**config.mk**
```make
export PLATFORM = sky130hd
export DESIGN_NAME = fir3_phased_avg
export DESIGN_NICKNAME = d
export VERILOG_FILES = /design/src/rtl/fir3_pkg.sv /design/src/rtl/fir3_phase_seq.sv /design/src/rtl/fir3_tap_line.sv /design/src/rtl/fir3_avg.sv /design/src/rtl/fir3_phased_avg.sv
export SDC_FILE = /design/constraint.sdc
export NUM_CORES = 1
export LEC_CHECK = 0
export BUFFER_PORTS_ARGS = -buffer_cell sky130_fd_sc_hd__buf_2
export CAP_MARGIN = 30
export CORE_MARGIN = 5
export CORE_UTILIZATION = 45
export CTS_BUF_LIST = sky130_fd_sc_hd__clkbuf_8
export DETAILED_ROUTE_END_ITERATION = 8
export PLACE_DENSITY = 0.81
export SLEW_MARGIN = 20
export SYNTH_ARGS = -nofsm -noshare
export SYNTH_HDL_FRONTEND = slang
export SYNTH_HIERARCHICAL = 1
export SYNTH_SLANG_ARGS = --single-unit
```
**constraint.sdc**
```tcl
create_clock -name clk_i -period 4.7 [get_ports clk_i]
set_clock_uncertainty 0.15 [all_clocks]
set_input_delay 0.235 -clock clk_i [delete_from_list [all_inputs] [get_ports clk_i]]
set_output_delay 0.235 -clock clk_i [all_outputs]
set_load 0.02 [all_outputs]
```
**src/rtl/fir3_pkg.sv**
```systemverilog
package fir3_pkg;
  localparam int NUM_TAPS    = 3;
  localparam int GUARD_W     = 2;                     // sum headroom for 3 taps
  localparam int AVG_SHIFT   = 2;                     // weight 1/4
  localparam int STB_SPACING = 2;
  localparam int VALID_SLOT  = STB_SPACING * (NUM_TAPS - 1) + 1;

  // stage i (0 = newest) strobes at slot STB_SPACING*(NUM_TAPS-1-i): oldest first
  function automatic int stage_slot(input int stage);
    return STB_SPACING * (NUM_TAPS - 1 - stage);
  endfunction
endpackage

```
**src/rtl/fir3_phase_seq.sv**
```systemverilog
module fir3_phase_seq
  import fir3_pkg::*;
#(
  parameter int FRAME_TICKS = 8
) (
  input  logic                clk_i,
  input  logic                rst_ni,
  input  logic                tick_i,
  output logic [NUM_TAPS-1:0] stb_o,
  output logic                valid_o
);
  localparam int CNT_W = $clog2(FRAME_TICKS);
  localparam logic [CNT_W-1:0] LAST = CNT_W'(FRAME_TICKS - 1);

  logic [CNT_W-1:0] cnt_q;

  always_ff @(posedge clk_i or negedge rst_ni) begin
    if (!rst_ni)     cnt_q <= '0;
    else if (tick_i) cnt_q <= (cnt_q == LAST) ? '0 : cnt_q + 1'b1;
  end

  for (genvar i = 0; i < NUM_TAPS; i++) begin : g_stb
    assign stb_o[i] = (cnt_q == CNT_W'(stage_slot(i)));
  end

  assign valid_o = (cnt_q == CNT_W'(VALID_SLOT));

  a_r2_frame_wrap: assert property (@(posedge clk_i) disable iff (!rst_ni)
    (tick_i && cnt_q == LAST) |=> (cnt_q == '0));
  a_r9_cnt_hold: assert property (@(posedge clk_i) disable iff (!rst_ni)
    !tick_i |=> $stable(cnt_q));
endmodule

```
**src/rtl/fir3_tap_line.sv**
```systemverilog
module fir3_tap_line
  import fir3_pkg::*;
#(
  parameter int DATA_W = 12
) (
  input  logic                             clk_i,
  input  logic                             rst_ni,
  input  logic                             tick_i,
  input  logic [NUM_TAPS-1:0]              stb_i,
  input  logic signed [DATA_W-1:0]         x_i,
  output logic [NUM_TAPS-1:0][DATA_W-1:0]  taps_o
);
  logic [NUM_TAPS-1:0][DATA_W-1:0] tap_q;

  for (genvar i = 0; i < NUM_TAPS; i++) begin : g_stage
    if (i == 0) begin : g_head
      always_ff @(posedge clk_i or negedge rst_ni) begin
        if (!rst_ni)                  tap_q[i] <= '0;
        else if (tick_i && stb_i[i])  tap_q[i] <= x_i;
      end
    end else begin : g_body
      always_ff @(posedge clk_i or negedge rst_ni) begin
        if (!rst_ni)                  tap_q[i] <= '0;
        else if (tick_i && stb_i[i])  tap_q[i] <= tap_q[i-1];
      end
    end
  end

  assign taps_o = tap_q;

  a_r4_old_moves: assert property (@(posedge clk_i) disable iff (!rst_ni)
    (tick_i && stb_i[2]) |=> (tap_q[2] == $past(tap_q[1])));
  a_r5_mid_moves: assert property (@(posedge clk_i) disable iff (!rst_ni)
    (tick_i && stb_i[1]) |=> (tap_q[1] == $past(tap_q[0])));
  a_r6_new_loads: assert property (@(posedge clk_i) disable iff (!rst_ni)
    (tick_i && stb_i[0]) |=> (tap_q[0] == $past(x_i)));
  a_r9_taps_hold: assert property (@(posedge clk_i) disable iff (!rst_ni)
    !tick_i |=> $stable(tap_q));
endmodule

```
**src/rtl/fir3_avg.sv**
```systemverilog
module fir3_avg
  import fir3_pkg::*;
#(
  parameter int DATA_W = 12
) (
  input  logic [NUM_TAPS-1:0][DATA_W-1:0] taps_i,
  output logic signed [DATA_W-1:0]        y_o
);
  localparam int SUM_W = DATA_W + GUARD_W;

  logic signed [SUM_W-1:0] sum;
  logic signed [SUM_W-1:0] shifted;

  always_comb begin
    sum = '0;
    for (int i = 0; i < NUM_TAPS; i++)
      sum = sum + SUM_W'(signed'(taps_i[i]));
    shifted = sum >>> AVG_SHIFT;   // floor
  end

  assign y_o = shifted[DATA_W-1:0];
endmodule

```
**src/rtl/fir3_phased_avg.sv**
```systemverilog
module fir3_phased_avg
  import fir3_pkg::*;
#(
  parameter int DATA_W      = 12,
  parameter int FRAME_TICKS = 8
) (
  input  logic                     clk_i,
  input  logic                     rst_ni,
  input  logic                     tick_i,
  input  logic signed [DATA_W-1:0] x_i,
  output logic signed [DATA_W-1:0] tap0_o,
  output logic signed [DATA_W-1:0] tap1_o,
  output logic signed [DATA_W-1:0] tap2_o,
  output logic signed [DATA_W-1:0] y_o,
  output logic                     y_valid_o,
  output logic                     cp0_o,
  output logic                     cp1_o,
  output logic                     cp2_o
);
  logic [NUM_TAPS-1:0]             stb;
  logic [NUM_TAPS-1:0][DATA_W-1:0] taps;

  fir3_phase_seq #(.FRAME_TICKS(FRAME_TICKS)) i_seq (
    .clk_i  (clk_i),
    .rst_ni (rst_ni),
    .tick_i (tick_i),
    .stb_o  (stb),
    .valid_o(y_valid_o)
  );

  fir3_tap_line #(.DATA_W(DATA_W)) i_taps (
    .clk_i (clk_i),
    .rst_ni(rst_ni),
    .tick_i(tick_i),
    .stb_i (stb),
    .x_i   (x_i),
    .taps_o(taps)
  );

  fir3_avg #(.DATA_W(DATA_W)) i_avg (
    .taps_i(taps),
    .y_o   (y_o)
  );

  assign tap0_o = taps[0];
  assign tap1_o = taps[1];
  assign tap2_o = taps[2];
  assign cp0_o  = stb[2];
  assign cp1_o  = stb[1];
  assign cp2_o  = stb[0];

  a_r7_valid_after_load: assert property (@(posedge clk_i) disable iff (!rst_ni)
    (tick_i && cp2_o) |=> y_valid_o);
endmodule

```
==> impl_metrics.ini <==
[placement]
place_hpwl_um = 3810
io_buffer_count = 66
preCtsSetupSlack_ns = 1.67
routabilityCongestion = 0.797

[synthesis]
yosysWarnings = 6
ys_seq_area_frac = 0.417
async_flop_share = 1.00
syn_nets = 228
synth.distinct_cells = 30
synth-main-ff-cell = dfrtp_1
ys_ff_latch = 39
syn_inst = 184
syn_avg_cell_area_um2 = 12.7
netlist_area_mm2 = 0.00234
synth_edf_count = 0

[finish]
fin_nets = 300
fillers = 468
antennaDiodeCount = 0
layout-drive-gt1-share = 0.455
fin_util = 0.559
areaGrowthSynthToFinish_pct = 21.2

[critical_path]
max_stage_delay_ns = 0.61
cp-end-kind = primary output
path_cells = inv_1 > fa_1 > nor2_1 > fa_1 > a21oi_2 > o211ai_1 > a31oi_2 > nor2_1 > a31oi_1 > buf_2
crit_type = flip-flop to primary output
worst_ep_arrival_time_ns = 2.91
start_kind = flip-flop
cp_slowest_cell = fa_1
path_max_fanout = 4
critPathRequiredTime_ns = 4.32

[sta]
slew_headroom = 0.586
fmax_mhz = 303
worst-slew-pin-transition_ns = 0.619
rsz0062_at_grt = false
setup_tns_ns = 0
slew_viol_final = 0
finalHoldViolCount = 0
finalSetupViolCount = 0
fin_crit_ns = 3.30
postLayoutSetupSlackWorst_ns = 1.40
hold_ws_ns = 0.0263
period_share = 0.701

[clock_network]
root_buffer = clkbuf_8
clockBufferDepth = 2
cts_resized = 0
path_clk_slew_ns = 0.08
cts_tree = done
h-tree-depth = 2
insertion_delay_ns = 0.29
cts_buffers = 5
clock_sinks = 39

[grt]
grt_max_degree = 40
grt_pass1_wl_um = 8090
grt_pass1_vias = 1705
grt_usage = 0.158
grt.overflow.total = 0
antenna_found_initial = 0

[floorplanning]
row_count = 26
initial_utilization = 0.462
core_mm2 = 0.00507
die_h_um = 82.1
io_pins = 67
dieArea_mm2 = 0.00675
die_x_um = 82.1

[worst_hold_path]
hold_path_class = input pin to flip-flop

[route]
drc = 0
num_vias = 1656
dr.pass1.iters = 4
final_antenna_net_count = 0
wl_per_cell_um = 14.9
via_per_inst = 5.06
drtIter0Drc = 23
wl_um = 4860

[outcome]
status = finished clean

[run]
drv_cap = 0
timing repair:
item,in CTS,in global routing
hold endpoints to repair,39,0
hold buffers,1,0
setup endpoints to repair,0,0
setup buffers,0,0
critical path, delay by kind of cell, from the launching register on:
kind                       cells  cell delay [ns]
DFF                            1             0.38
and+or+nand+nor                2             0.17
AOI/OAI and AO/OA              4             0.78
adders and majority gates      2             1.04
buffers and inverters          2             0.25
placed cells by master, fill, tap and decap left out, types with 5 or more instances in the layout:
| cell | count |
|---|---|
| a21oi_1 | 10 |
| buf_2 | 66 |
| clkbuf_8 | 5 |
| dfrtp_1 | 39 |
| fa_1 | 12 |
| ha_1 | 17 |
| inv_1 | 11 |
| mux2_2 | 38 |
| nand2_1 | 6 |
| nor2_1 | 5 |
| o21ai_0 | 5 |
| xnor2_1 | 5 |
state kept, by name (all words and copies together), names as in the netlist:
register,count
i_seq/cnt_q,3
i_taps/taps_o,36
metrics by stage:
stage          cells  cell area, um2
2_1_floorplan    184            2340
3_3_place_gp     317            2730
3_5_place_dp     317            2730
4_1_cts          326            2820
5_1_grt          327            2840
6_report         327            2840
logic make-up (layout without fill, tap and decap cells):
group	after synthesis	after routing	synth area share
DFF	39	39	0.417
muxes	38	38	0.183
adders and majority gates	29	29	0.193
AOI/OAI and AO/OA	29	29	0.0839
and+or+nand+nor	28	28	0.0609
buffers and inverters	12	85	0.0288
xor gates and xnor gates	9	9	0.0337
Yosys cell counts, types with 2 or more instances:
library cell   n  share of area
fa_1          12           0.10
inv_1          9          0.014
ha_1          17          0.091
nor2_1         5         0.0080
buf_6          3          0.014
nor2b_1        2         0.0053
nand2_1        6         0.0096
o21ai_0        5          0.011
a21o_1         3         0.0096
nand3_1        2         0.0043
mux2_2        38           0.18
and2_1         2         0.0053
o21ai_1        2         0.0043
a31oi_1        2         0.0053
nand2b_1       3         0.0080
xor2_1         4          0.015
nor3_1         4         0.0085
o211ai_1       2         0.0064
xnor2_1        5          0.019
dfrtp_1       39           0.42
a21oi_1       10          0.021
metal layers:
| metal | vias to the layer above | wire (um) | track usage |
|---|---|---|---|
| met3 | 5 | 295 | 0.0423 |
| met5 | - | 0 | 0 |
| met4 | 0 | 52 | 0.0449 |
| met1 | 819 | 2060 | 0.204 |
| li1 | 792 | - | - |
| met2 | 40 | 2450 | 0.260 |
final cells by class:
type / count / area [um2] / share of cell area
Tap cell: 70 / 87.6 / 0.0309
Timing Repair Buffer: 68 / 360 / 0.127
Sequential cell: 39 / 976 / 0.344
Multi-Input combinational cell: 133 / 1300 / 0.458
Clock buffer: 5 / 68.8 / 0.0243
Inverter: 9 / 33.8 / 0.0119
Clock inverter: 3 / 12.5 / 0.00441
path summary, 6_finish.rpt:
path	from	endpoint	slack, ns	cells after the start
setup / recovery	i_taps/taps_o[1]$_DFFE_PN0P_	y_o[11]	1.40	10
hold / removal	x_i[9]	i_taps/taps_o[9]$_DFFE_PN0P_	0.03	2
setup reg to reg	i_seq/cnt_q[0]$_DFFE_PN0P_	i_taps/taps_o[4]$_DFFE_PN0P_	2.67	5
hold reg to reg	i_taps/taps_o[24]$_DFFE_PN0P_	i_taps/taps_o[24]$_DFFE_PN0P_	0.40	1
max in group asynchronous	rst_ni	i_taps/taps_o[3]$_DFFE_PN0P_	3.74	3
min in group asynchronous	rst_ni	i_taps/taps_o[5]$_DFFE_PN0P_	0.23	2
Power is left out: the tool's default activity adds up to more than one toggle a clock period on the data nets, which glitch-free logic cannot reach.
